## src/rtl/sdsched_pkg.sv

```systemverilog
// Shared command encoding for the SDRAM window scheduler.
// Assumes the usual four-wire SDR command bus {cs_n,ras_n,cas_n,we_n}.
package sdsched_pkg;

    typedef enum logic [3:0] {
        CMD_NOP = 4'b0111,
        CMD_ACT = 4'b0011,
        CMD_RD  = 4'b0101,
        CMD_WR  = 4'b0100,
        CMD_PRE = 4'b0010,
        CMD_REF = 4'b0001
    } sd_cmd_e;

endpackage

```

## src/rtl/sdsched_phase.sv

```systemverilog
// Window phase counter: counts SDRAM clocks inside one hub rotation.
// Assumes WIN is the number of SDRAM clocks per hub rotation and that
// reset deasserts on a hub slot boundary, so phase 0 follows reset.
module sdsched_phase #(
    parameter int WIN = 32,
    parameter int PW  = $clog2(WIN)
) (
    input  logic          clk,
    input  logic          rst_n,
    output logic [PW-1:0] cnt,
    output logic [PW-1:0] nxt,
    output logic          slot_start
);

    // phase that the next edge moves into
    assign nxt = (cnt == PW'(WIN - 1)) ? '0 : cnt + 1'b1;

    // advance the phase, wrapping at the window length
    always_ff @(posedge clk) begin
        if (!rst_n) cnt <= '0;
        else        cnt <= nxt;
    end

    assign slot_start = (cnt == '0);


    slot_single_chk: assert property (@(posedge clk) disable iff (!rst_n)
        slot_start |=> !slot_start);

endmodule

```

## src/rtl/sdsched_refresh.sv

```systemverilog
// Pending-refresh bookkeeping: accrues one refresh every REF_WINDOWS
// windows, saturating at REF_MAX, and grants one refresh per window
// while blanking is high. Assumes upd pulses once per window, on the
// edge where the refresh/video decision is taken.
module sdsched_refresh #(
    parameter int REF_WINDOWS = 4,
    parameter int REF_MAX     = 8,
    parameter int CW          = $clog2(REF_MAX + 1),
    parameter int WW          = $clog2(REF_WINDOWS) + 1
) (
    input  logic clk,
    input  logic rst_n,
    input  logic upd,
    input  logic blank,
    output logic ref_now
);

    logic [CW-1:0] pend, pend_n;
    logic [WW-1:0] wcnt;
    logic          tick;

    assign tick    = (wcnt == WW'(REF_WINDOWS - 1));
    assign ref_now = blank && (pend != '0);

    // next pending count: add on tick, remove on grant, clamp at max
    always_comb begin
        unique case ({tick, ref_now})
            2'b10:   pend_n = (pend == CW'(REF_MAX)) ? pend : pend + 1'b1;
            2'b01:   pend_n = pend - 1'b1;
            default: pend_n = pend;
        endcase
    end

    // update count and window divider once per window
    always_ff @(posedge clk) begin
        if (!rst_n) begin
            pend <= '0;
            wcnt <= '0;
        end else if (upd) begin
            pend <= pend_n;
            wcnt <= tick ? '0 : wcnt + 1'b1;
        end
    end


    pend_bound_chk: assert property (@(posedge clk) disable iff (!rst_n)
        pend <= CW'(REF_MAX));


    pend_hold_chk: assert property (@(posedge clk) disable iff (!rst_n)
        !upd |=> $stable(pend));


    pend_both_chk: assert property (@(posedge clk) disable iff (!rst_n)
        (upd && tick && ref_now) |=> $stable(pend));

endmodule

```

## src/rtl/sdsched_capture.sv

```systemverilog
// Read-data capture: collects the core's 16-bit halves into longs with a
// completion pulse, and re-registers video burst words with a strobe.
// Assumes data appears CL clocks after each READ command and that the
// command phases are CCMD (core) and VRD (video) within the window.
module sdsched_capture #(
    parameter int DQ_W = 16,
    parameter int CL   = 2,
    parameter int CCMD = 2,
    parameter int VRD  = 12,
    parameter int LW   = 5,
    parameter int PW   = 5
) (
    input  logic              clk,
    input  logic              rst_n,
    input  logic [PW-1:0]     cnt,
    input  logic [DQ_W-1:0]   dq_in,
    input  logic              clr,
    input  logic              core_rd,
    input  logic [2:0]        core_h,
    input  logic              vid_go,
    input  logic [LW-1:0]     vlen,
    output logic [4*DQ_W-1:0] core_rdata,
    output logic              core_done,
    output logic [DQ_W-1:0]   vid_data,
    output logic              vid_valid
);

    int ph, h, vl;

    // integer views of phase and lengths for window arithmetic
    always_comb begin
        ph = int'(cnt);
        h  = int'(core_h);
        vl = int'(vlen);
    end

    for (genvar k = 0; k < 4; k++) begin : g_word
        logic [DQ_W-1:0] word_q;

        // capture half k of the core transfer in its data phase
        always_ff @(posedge clk) begin
            if (!rst_n)      word_q <= '0;
            else if (clr)    word_q <= '0;
            else if (core_rd && (ph == CCMD + CL + k) && (k < h))
                             word_q <= dq_in;
        end

        assign core_rdata[k*DQ_W +: DQ_W] = word_q;
    end

    // completion pulse in the phase after the last core half
    always_ff @(posedge clk) begin
        if (!rst_n) core_done <= 1'b0;
        else        core_done <= core_rd && (ph == CCMD + CL + h - 1);
    end

    // register each video word with its strobe
    always_ff @(posedge clk) begin
        if (!rst_n) begin
            vid_valid <= 1'b0;
            vid_data  <= '0;
        end else begin
            vid_valid <= vid_go && (ph >= VRD + CL) && (ph < VRD + CL + vl);
            vid_data  <= dq_in;
        end
    end


    done_once_chk: assert property (@(posedge clk) disable iff (!rst_n)
        core_done |=> !core_done);


    valid_apart_chk: assert property (@(posedge clk) disable iff (!rst_n)
        vid_valid |-> !core_done);

endmodule

```

## src/rtl/sdram_slot_sched.sv

```systemverilog
// Hub-synchronised SDRAM scheduler. Each WIN-clock window serves the core
// that owns the hub slot (1 or 2 longs) first, then either one AUTO
// REFRESH (blanking, refresh owed) or a video full-page read burst cut
// short by PRECHARGE. Assumes the SDRAM is initialised, in full-page
// burst mode, with CAS latency CL and all banks idle at phase 0.
module sdram_slot_sched #(
    parameter int WIN         = 32,
    parameter int BA_W        = 2,
    parameter int ROW_W       = 12,
    parameter int COL_W       = 8,
    parameter int DQ_W        = 16,
    parameter int CL          = 2,
    parameter int TRCD        = 2,
    parameter int VID_START   = 10,
    parameter int VID_MAX     = 16,
    parameter int REF_WINDOWS = 4,
    parameter int REF_MAX     = 8,
    localparam int CAW        = BA_W + ROW_W + COL_W - 1,
    localparam int VAW        = BA_W + ROW_W + COL_W,
    localparam int LW         = $clog2(VID_MAX) + 1
) (
    input  logic              clk,
    input  logic              rst_n,
    input  logic              core_req,
    input  logic              core_we,
    input  logic              core_two,
    input  logic [CAW-1:0]    core_addr,
    input  logic [4*DQ_W-1:0] core_wdata,
    output logic [4*DQ_W-1:0] core_rdata,
    output logic              core_done,
    input  logic              vid_req,
    input  logic [VAW-1:0]    vid_addr,
    input  logic [LW-1:0]     vid_len,
    output logic [DQ_W-1:0]   vid_data,
    output logic              vid_valid,
    input  logic              blank,
    output logic              slot_start,
    output logic [3:0]        sd_cmd,
    output logic [BA_W-1:0]   sd_ba,
    output logic [ROW_W-1:0]  sd_a,
    output logic [DQ_W-1:0]   sd_dq_out,
    output logic              sd_dq_oe,
    input  logic [DQ_W-1:0]   sd_dq_in
);
    import sdsched_pkg::*;

    localparam int PW   = $clog2(WIN);
    localparam int CCMD = TRCD;
    localparam int VRD  = VID_START + TRCD;
    localparam int AP   = 10;

    logic [PW-1:0] cnt, nxt;
    logic          upd, ref_now, vid_ok, clr;
    logic [LW-1:0] vlen_eff, vlen_q;

    logic                core_go, core_we_q, core_two_q;
    logic [CAW-1:0]      c_addr_q;
    logic [4*DQ_W-1:0]   c_wdata_q;
    logic                vid_go;
    logic [VAW-1:0]      v_addr_q;
    logic [2:0]          core_h;
    int                  nx, h_i;

    sd_cmd_e             cmd_q, cmd_n;
    logic [BA_W-1:0]     ba_n;
    logic [ROW_W-1:0]    a_n;
    logic [1:0]          wsel;

    sdsched_phase #(.WIN(WIN), .PW(PW)) phase_i (
        .clk(clk), .rst_n(rst_n), .cnt(cnt), .nxt(nxt), .slot_start(slot_start));

    assign upd = (nxt == PW'(VID_START));

    sdsched_refresh #(.REF_WINDOWS(REF_WINDOWS), .REF_MAX(REF_MAX)) refresh_i (
        .clk(clk), .rst_n(rst_n), .upd(upd), .blank(blank), .ref_now(ref_now));

    // clamp the burst length and decide whether video runs this window
    always_comb begin
        vlen_eff = (vid_len > LW'(VID_MAX)) ? LW'(VID_MAX) : vid_len;
        vid_ok   = vid_req && (vlen_eff != '0) && !ref_now;
        core_h   = core_two_q ? 3'd4 : 3'd2;
        h_i      = int'(core_h);
        nx       = int'(nxt);
        clr      = (nxt == '0) && core_req && !core_we;
    end

    // latch the core request at the slot boundary, video at its offset
    always_ff @(posedge clk) begin
        if (!rst_n) begin
            core_go    <= 1'b0;
            core_we_q  <= 1'b0;
            core_two_q <= 1'b0;
            c_addr_q   <= '0;
            c_wdata_q  <= '0;
            vid_go     <= 1'b0;
            v_addr_q   <= '0;
            vlen_q     <= '0;
        end else begin
            if (nxt == '0) begin
                core_go    <= core_req;
                core_we_q  <= core_we;
                core_two_q <= core_two;
                c_addr_q   <= core_addr;
                c_wdata_q  <= core_wdata;
            end
            if (upd) begin
                vid_go   <= vid_ok;
                v_addr_q <= vid_addr;
                vlen_q   <= vlen_eff;
            end
        end
    end

    // choose the command for the phase being entered
    always_comb begin
        cmd_n = CMD_NOP;
        ba_n  = '0;
        a_n   = '0;
        if (nx == 0 && core_req) begin
            cmd_n = CMD_ACT;
            ba_n  = core_addr[CAW-1 -: BA_W];
            a_n   = core_addr[COL_W-1 +: ROW_W];
        end else if (core_go && nx == CCMD) begin
            cmd_n = core_we_q ? CMD_WR : CMD_RD;
            ba_n  = c_addr_q[CAW-1 -: BA_W];
            a_n   = ROW_W'({c_addr_q[COL_W-2:0], 1'b0});
        end else if (core_go && nx == CCMD + h_i) begin
            cmd_n   = CMD_PRE;
            a_n[AP] = 1'b1;
        end else if (nx == VID_START && ref_now) begin
            cmd_n = CMD_REF;
        end else if (nx == VID_START && vid_ok) begin
            cmd_n = CMD_ACT;
            ba_n  = vid_addr[VAW-1 -: BA_W];
            a_n   = vid_addr[COL_W +: ROW_W];
        end else if (vid_go && nx == VRD) begin
            cmd_n = CMD_RD;
            ba_n  = v_addr_q[VAW-1 -: BA_W];
            a_n   = ROW_W'(v_addr_q[COL_W-1:0]);
        end else if (vid_go && nx == VRD + int'(vlen_q)) begin
            cmd_n   = CMD_PRE;
            a_n[AP] = 1'b1;
        end
    end

    // register the command bus so every pin leaves from a flop
    always_ff @(posedge clk) begin
        if (!rst_n) begin
            cmd_q <= CMD_NOP;
            sd_ba <= '0;
            sd_a  <= '0;
        end else begin
            cmd_q <= cmd_n;
            sd_ba <= ba_n;
            sd_a  <= a_n;
        end
    end

    assign sd_cmd = cmd_q;
    assign wsel   = 2'(nx - CCMD);

    // drive write halves in the write-burst phases
    always_ff @(posedge clk) begin
        if (!rst_n) begin
            sd_dq_oe  <= 1'b0;
            sd_dq_out <= '0;
        end else begin
            sd_dq_oe  <= core_go && core_we_q && (nx >= CCMD) && (nx < CCMD + h_i);
            sd_dq_out <= c_wdata_q[int'(wsel)*DQ_W +: DQ_W];
        end
    end

    sdsched_capture #(.DQ_W(DQ_W), .CL(CL), .CCMD(CCMD), .VRD(VRD),
                      .LW(LW), .PW(PW)) capture_i (
        .clk(clk), .rst_n(rst_n), .cnt(cnt), .dq_in(sd_dq_in), .clr(clr),
        .core_rd(core_go && !core_we_q), .core_h(core_h),
        .vid_go(vid_go), .vlen(vlen_q),
        .core_rdata(core_rdata), .core_done(core_done),
        .vid_data(vid_data), .vid_valid(vid_valid));


    slot_cmd_chk: assert property (@(posedge clk) disable iff (!rst_n)
        slot_start |-> (cmd_q == CMD_NOP || cmd_q == CMD_ACT));


    act_gap_chk: assert property (@(posedge clk) disable iff (!rst_n)
        (cmd_q == CMD_ACT) |=> (cmd_q == CMD_NOP));


    oe_write_chk: assert property (@(posedge clk) disable iff (!rst_n)
        sd_dq_oe |-> (core_go && core_we_q));


    ref_blank_chk: assert property (@(posedge clk) disable iff (!rst_n)
        (cmd_q == CMD_REF) |-> ($past(blank) && !vid_go));

endmodule

```

## config.mk

```make
export PLATFORM = sky130hd
export DESIGN_NAME = sdram_slot_sched
export DESIGN_NICKNAME = d
export VERILOG_FILES = /design/src/rtl/sdsched_pkg.sv /design/src/rtl/sdsched_phase.sv /design/src/rtl/sdsched_refresh.sv /design/src/rtl/sdsched_capture.sv /design/src/rtl/sdram_slot_sched.sv
export SDC_FILE = /design/constraint.sdc
export NUM_CORES = 1
export LEC_CHECK = 0
export ABC_AREA = 1
export ABC_CLOCK_PERIOD_IN_PS = 5700
export CAP_MARGIN = 5
export CORE_MARGIN = 4
export CORE_UTILIZATION = 25
export DETAILED_ROUTE_END_ITERATION = 6
export HOLD_SLACK_MARGIN = 0.06
export PLACE_DENSITY = 0.44
export SYNTH_ARGS = -nofsm -noshare
export SYNTH_HDL_FRONTEND = slang
export SYNTH_HIERARCHICAL = 1
export SYNTH_SLANG_ARGS = --single-unit
```

## constraint.sdc

```tcl
create_clock -name clk -period 5.7 [get_ports clk]
set_input_delay 1.425 -clock clk [delete_from_list [all_inputs] [get_ports clk]]
set_output_delay 1.425 -clock clk [all_outputs]
set_load 0.05 [all_outputs]
```

# Word level (Yosys, flattened, before mapping)
# Index checks and enable logic that the tools add are counted.
[totals]
register_bits = 245
word_cells = 131
[classes]
addsub = 10
order_cmp = 9
n_eq_ne = 17
shift = 1
muxes = 30
bitwise_logic = 1
reduce_logical = 39
[op_table]
columns = ["operator", "n"]
rows = [
  ["64-bit by 7-bit indexed part select with 16-bit output", 1],
  ["12-bit 2-to-1 mux", 4],
  ["6-bit by 32-bit equality test with 1-bit output", 1],
  ["32-bit logical NOT", 1],
  ["6-bit by 32-bit < comparator with 1-bit output", 1],
  ["32-bit by 2-bit subtractor with 32-bit output (second input constant)", 1],
  ["1-bit logical AND", 27],
  ["3-bit 2-to-1 mux", 9],
  ["5-bit by 4-bit equality test with 1-bit output (second input constant)", 5],
  ["5-bit equality test (second input constant)", 3],
  ["4-bit by 5-bit adder with 6-bit output (first input constant)", 2],
  ["2-bit 2-to-1 mux", 6],
  ["5-bit logical NOT", 2],
  ["10-bit 2-to-1 mux", 1],
  ["5-bit 2-to-1 mux", 2],
  ["8-bit 2-to-1 mux", 1],
  ["4-bit case mux with 2 select lines", 1],
  ["5-bit by 6-bit equality test with 1-bit output", 1],
  ["1-bit by 3-bit < comparator with 1-bit output (first input constant)", 2],
  ["2-bit by 3-bit < comparator with 1-bit output (first input constant)", 2],
  ["5-bit by 1-bit adder with 5-bit output (second input constant)", 1],
  ["5-bit by 3-bit equality test with 1-bit output (second input constant)", 1],
  ["5-bit by 4-bit equality test with 1-bit output", 1],
  ["5-bit by 2-bit >= comparator with 1-bit output (second input constant)", 1],
  ["23 further kinds", 30],
]

# Depth between registers and ports, before layout
[logic_depth]
depth_word = 11
ltp_mapped = 18
depth_no_buf = 18

# By module
# Netlist, hierarchy kept.
[by_module_without_submodules]
columns = ["module", "n_inst", "cells_each", "area_each_um2", "seq_area_each_um2"]
rows = [
  ["sdram_slot_sched", 1, 691, 5178.7, 2522.4],
  ["sdsched_capture", 1, 517, 3592.2, 1641.6],
  ["sdsched_refresh", 1, 62, 456.7, 140.1],
  ["sdsched_phase", 1, 34, 254.0, 100.1],
]

# Worst setup path after synthesis
# OpenSTA, ideal clock, no wires.
[synth_path]
kind = "reg-to-output"
start = "register phase_i.cnt[0]"
end = "output slot_start"
t_arrival_ns = 2.052
t_required_ns = 4.275
setup_slack_ns = 2.223
stages_incl_launch_ff = 5
path_cell_list = "dfxtp_1 > inv_1 > ha_1 > inv_1 > nor4_1"
[synth_via]
elab_chain_len = 1
[synth_lines]
columns = ["item", "line", "rtl"]
rows = [
  ["start, declared", "sdsched_phase.sv:10", "output logic [PW-1:0] cnt,"],
  ["start signal, assigned", "sdsched_phase.sv:21", "else cnt <= nxt;"],
  ["5-bit logical NOT", "sdsched_phase.sv:24", "assign slot_start = (cnt == '0);"],
  ["end, declared", "sdram_slot_sched.sv:37", "output logic slot_start,"],
]
# No other way between the ends.

# Worst setup path in the final report
# Same ends and word-level chain as after synthesis.

==> impl_results.md <==
- FMAX: about 0.27 GHz
- Nets: 1,672
- Core area: around 0.038 mm²
- Mapped cell area: ~0.0095 mm²
- FF-to-FF path depth: 15
- CTS tree: built
- Die height: ~200 µm
- H-tree depth: 1
- 1st-pass router iterations: 5
- Hold Path Depth: 2
- Switching Power: around 1.1 mW
- Post-synth top cells: 220 x dfxtp_1, 217 x inv_1, 165 x a21oi_1
- Crit path arrival time: about 2.3 ns
- Hold Crit Class: flip-flop to flip-flop
- Sequential power share: between 40% and 50%
- Hold slack: approximately 0.44 ns
- P per Cell Area: ~300 mW/mm²
- Clock root buffer: clkbuf_16
- Lkg Pwr: 5.38 nW
- Hold_buf cts: 0
- CP max FO: 9
- I/O Buffers: roughly 250
- Layout cells sized above 1: between 6 and 7%
- RSZ-0062 raised after global routing: no
- ANT nets after route: 0
- Comb pwr share: roughly 14%
- Clock-pin slew on the worst setup and hold paths: 0.06 ns
- Int Pwr: about 2.9 mW
- Max Cap Viol: 0
- CP endpoint kind: output port
- Final Power: approximately 3.9 mW
- Synth warn: 6
- Initial antenna violation count: 10
- Setup bufs post-CTS: 0
- Min-delay src: c_wdata_q[25]
- Clock insertion delay at the later pin of the skew report: between 0.5 and 0.6 ns
- Fin crit share: 65.8%
- Area leader, netlist: dfxtp_1
- Pin count of the biggest net entering global routing: 76
- Vias in the first global route: approximately 8,400
- Clock network fraction of total power: 43.5%
- Relative slew slack: about 18%
- Unique cell type count in the Yosys netlist: 38
- Final Hold Fails: 0
- Reg2reg setup slack: 2.27 ns
- 1st-iter DRT viols: ~500
- Synth top area share: roughly 46%
- Fill count: slightly above 4,000
- Clk sink count: 220
- Setup Crit Path Kind: flip-flop to output port
- Vias: about 8,700
- Final Slew Violations: 0
- Ys flop type: dfxtp_1
- VDD IR-drop max: between 0.15 and 0.2 mV
- Startpoint Class: flip-flop
- Post-CTS sizing: 0
- Starting Density: 25.2%
- Status: complete, no violations
- Post-synthesis sequential area ratio: between 40% and 50%
- Number of synthesized register bits: 220
- Hold path endpoint: c_wdata_q[25]
- Critical Path RT: about 4.3 ns
- Core Util, Final: a little over a third
- Routed vias/inst: about 4.2
- Rows: slightly above 70
- Post-synth EDFFs: 0
- First-pass GRT wire length: 47,800 µm
- Syn Inst Count: 1,304
- Remaining Overflow, GRT: 0
- Clock skew: between 0.015 and 0.02 ns
- Syn_area_per_cell: 7.27 µm²
- CTS buffer count: 27
- DP HPWL: about 22,000 µm
- Final setup fails: 0
- DRC: 0
- Die ar.: 0.0411 mm²
- Overall Global Routing Usage: between 10% and 20%
- Least-Margin Pin Slew: 1.23 ns
- Antenna Cells: 0
- Reg2reg start: phase_i/cnt[0]
- Largest cells by area after synthesis: dfxtp_1 46%, a21oi_1 8.7%, inv_1 8.6%, o21ai_0 6.7%, nand2_1 6.2%
- Maximum root-to-sink buffer count: 3
- Count leader, synth: dfxtp_1
- Switching share of total power: 27.0%
- Reg-to-reg critical path endpoint: capture_i/g_word[0].word_q[3]
- Routed Wire Length: a little over 30,000 µm
- Routability cong.: 0.777
- Fin Setup TNS: 0 ns
- Drt wl/cell: around 15 µm
- Min Tclk post-route: roughly 3.8 ns
- Die X-Extent: approximately 200 µm
- Layout area overhead: 39.8%
- FFs w/ async S/R, synth: 0%
- # IOs: around 250
-- metal layers --
| layer | share of wire, % | GRT usage (%) | vias to the layer above |
|---|---|---|---|
| met2 | 43 | 22.7 | 228 |
| li1 | - | - | 4566 |
| met5 | 0.38 | 0 | - |
| met1 | 46 | 19.0 | 3845 |
| met3 | 8.6 | 5.38 | 51 |
| met4 | 1.9 | 2.91 | 20 |
-- sequential cells by signal, summed over array words and instances, names as in the netlist --
| name | flops |
|---|---|
| sd_dq_oe | 1 |
| c_wdata_q | 64 |
| capture_i/core_done | 1 |
| core_two_q | 1 |
| vlen_q | 5 |
| capture_i/vid_valid | 1 |
| phase_i/cnt | 5 |
| refresh_i/wcnt | 3 |
| core_go | 1 |
| capture_i/vid_data | 16 |
| sd_cmd | 3 |
| sd_ba | 2 |
| refresh_i/pend | 4 |
| core_we_q | 1 |
| vid_go | 1 |
| sd_dq_out | 16 |
| c_addr_q | 9 |
| capture_i/g_word.word_q | 64 |
| sd_a | 12 |
| v_addr_q | 10 |
-- stage by stage --
stage               cell area (µm²)  worst slack (ns)  instances
finish                        13300              1.95       2055
global route                  13300              1.80       2055
CTS                           13300              1.89       2055
detailed placement            12400              2.03       2006
global placement              12400              2.07       2006
floorplan                      9500              2.22       1308
-- worst max path at each step --
stage | startpoint | endpoint | depth (start not counted)
after detailed placement | core_req | capture_i/g_word[2].word_q[3] | 8
after CTS | phase_i/cnt[0] | slot_start | 5
after floorplan | phase_i/cnt[0] | slot_start | 4
final | phase_i/cnt[0] | slot_start | 5
after global placement | core_req | capture_i/g_word[3].word_q[2] | 8
after global routing | phase_i/cnt[0] | slot_start | 5
-- area by class of cell --
| class | instances | area [µm²] | area share [%] |
|---|---|---|---|
| clock inverter | 11 | 118 | 0.887 |
| sequential | 220 | 4400 | 33.2 |
| clock buffer | 38 | 767 | 5.79 |
| tap | 511 | 639 | 4.82 |
| inverter | 226 | 850 | 6.41 |
| multi-input combinational | 788 | 3890 | 29.4 |
| timing repair buffer | 261 | 2580 | 19.5 |
-- power groups by stage --
stage,sequential (mW),combinational [mW],clock (mW)
finish,1.66,0.557,1.71
detailed placement,1.69,0.566,0
global placement,1.69,0.565,0
global route,1.66,0.616,1.82
floorplan,1.77,0.257,0
CTS,1.66,0.568,1.76
-- critical path, cell delays in order, from the launching register on --
cell and delay (ns):
dfxtp_1 0.41, inv_1 0.10, ha_1 0.14, inv_1 0.04, nor4_1 0.18, clkdlybuf4s50_1 0.93
-- layout by cell type, fill, tap and decap left out, types with 2 or more instances in the layout --
| master | n |
|---|---|
| buf_4 | 11 |
| a211oi_1 | 6 |
| nand3_2 | 4 |
| conb_1 | 5 |
| dfxtp_1 | 220 |
| o21ai_1 | 21 |
| xnor2_1 | 3 |
| o211ai_1 | 2 |
| clkbuf_16 | 27 |
| a21oi_1 | 165 |
| inv_2 | 7 |
| clkbuf_8 | 5 |
| nor2_2 | 10 |
| o22ai_1 | 7 |
| bufinv_16 | 2 |
| clkbuf_1 | 6 |
| nand2_2 | 8 |
| clkdlybuf4s50_1 | 250 |
| nand4_1 | 9 |
| ha_1 | 13 |
| nor3_1 | 3 |
| nand3_1 | 84 |
| clkinvlp_4 | 2 |
| clkinv_2 | 6 |
| xor2_1 | 6 |
| nand3_4 | 3 |
| inv_1 | 217 |
| a21oi_2 | 2 |
| o21ai_0 | 127 |
| nand2_1 | 157 |
| nor2_4 | 5 |
| nor2_1 | 141 |
-- cells by family (layout without fill, tap and decap cells) --
| kind of cell | count (synthesis) | in the layout | share of synthesized area (%) |
|---|---|---|---|
| compound gates | 333 | 333 | 18.1 |
| xor+xnor | 9 | 9 | 0.831 |
| fa+ha+maj | 13 | 13 | 1.72 |
| buf+inv | 300 | 536 | 12.9 |
| flops | 220 | 220 | 46.5 |
| other cells | 1 | 5 | 0.0396 |
| simple gates | 428 | 428 | 19.9 |
Power figures use the tool's default switching activity.
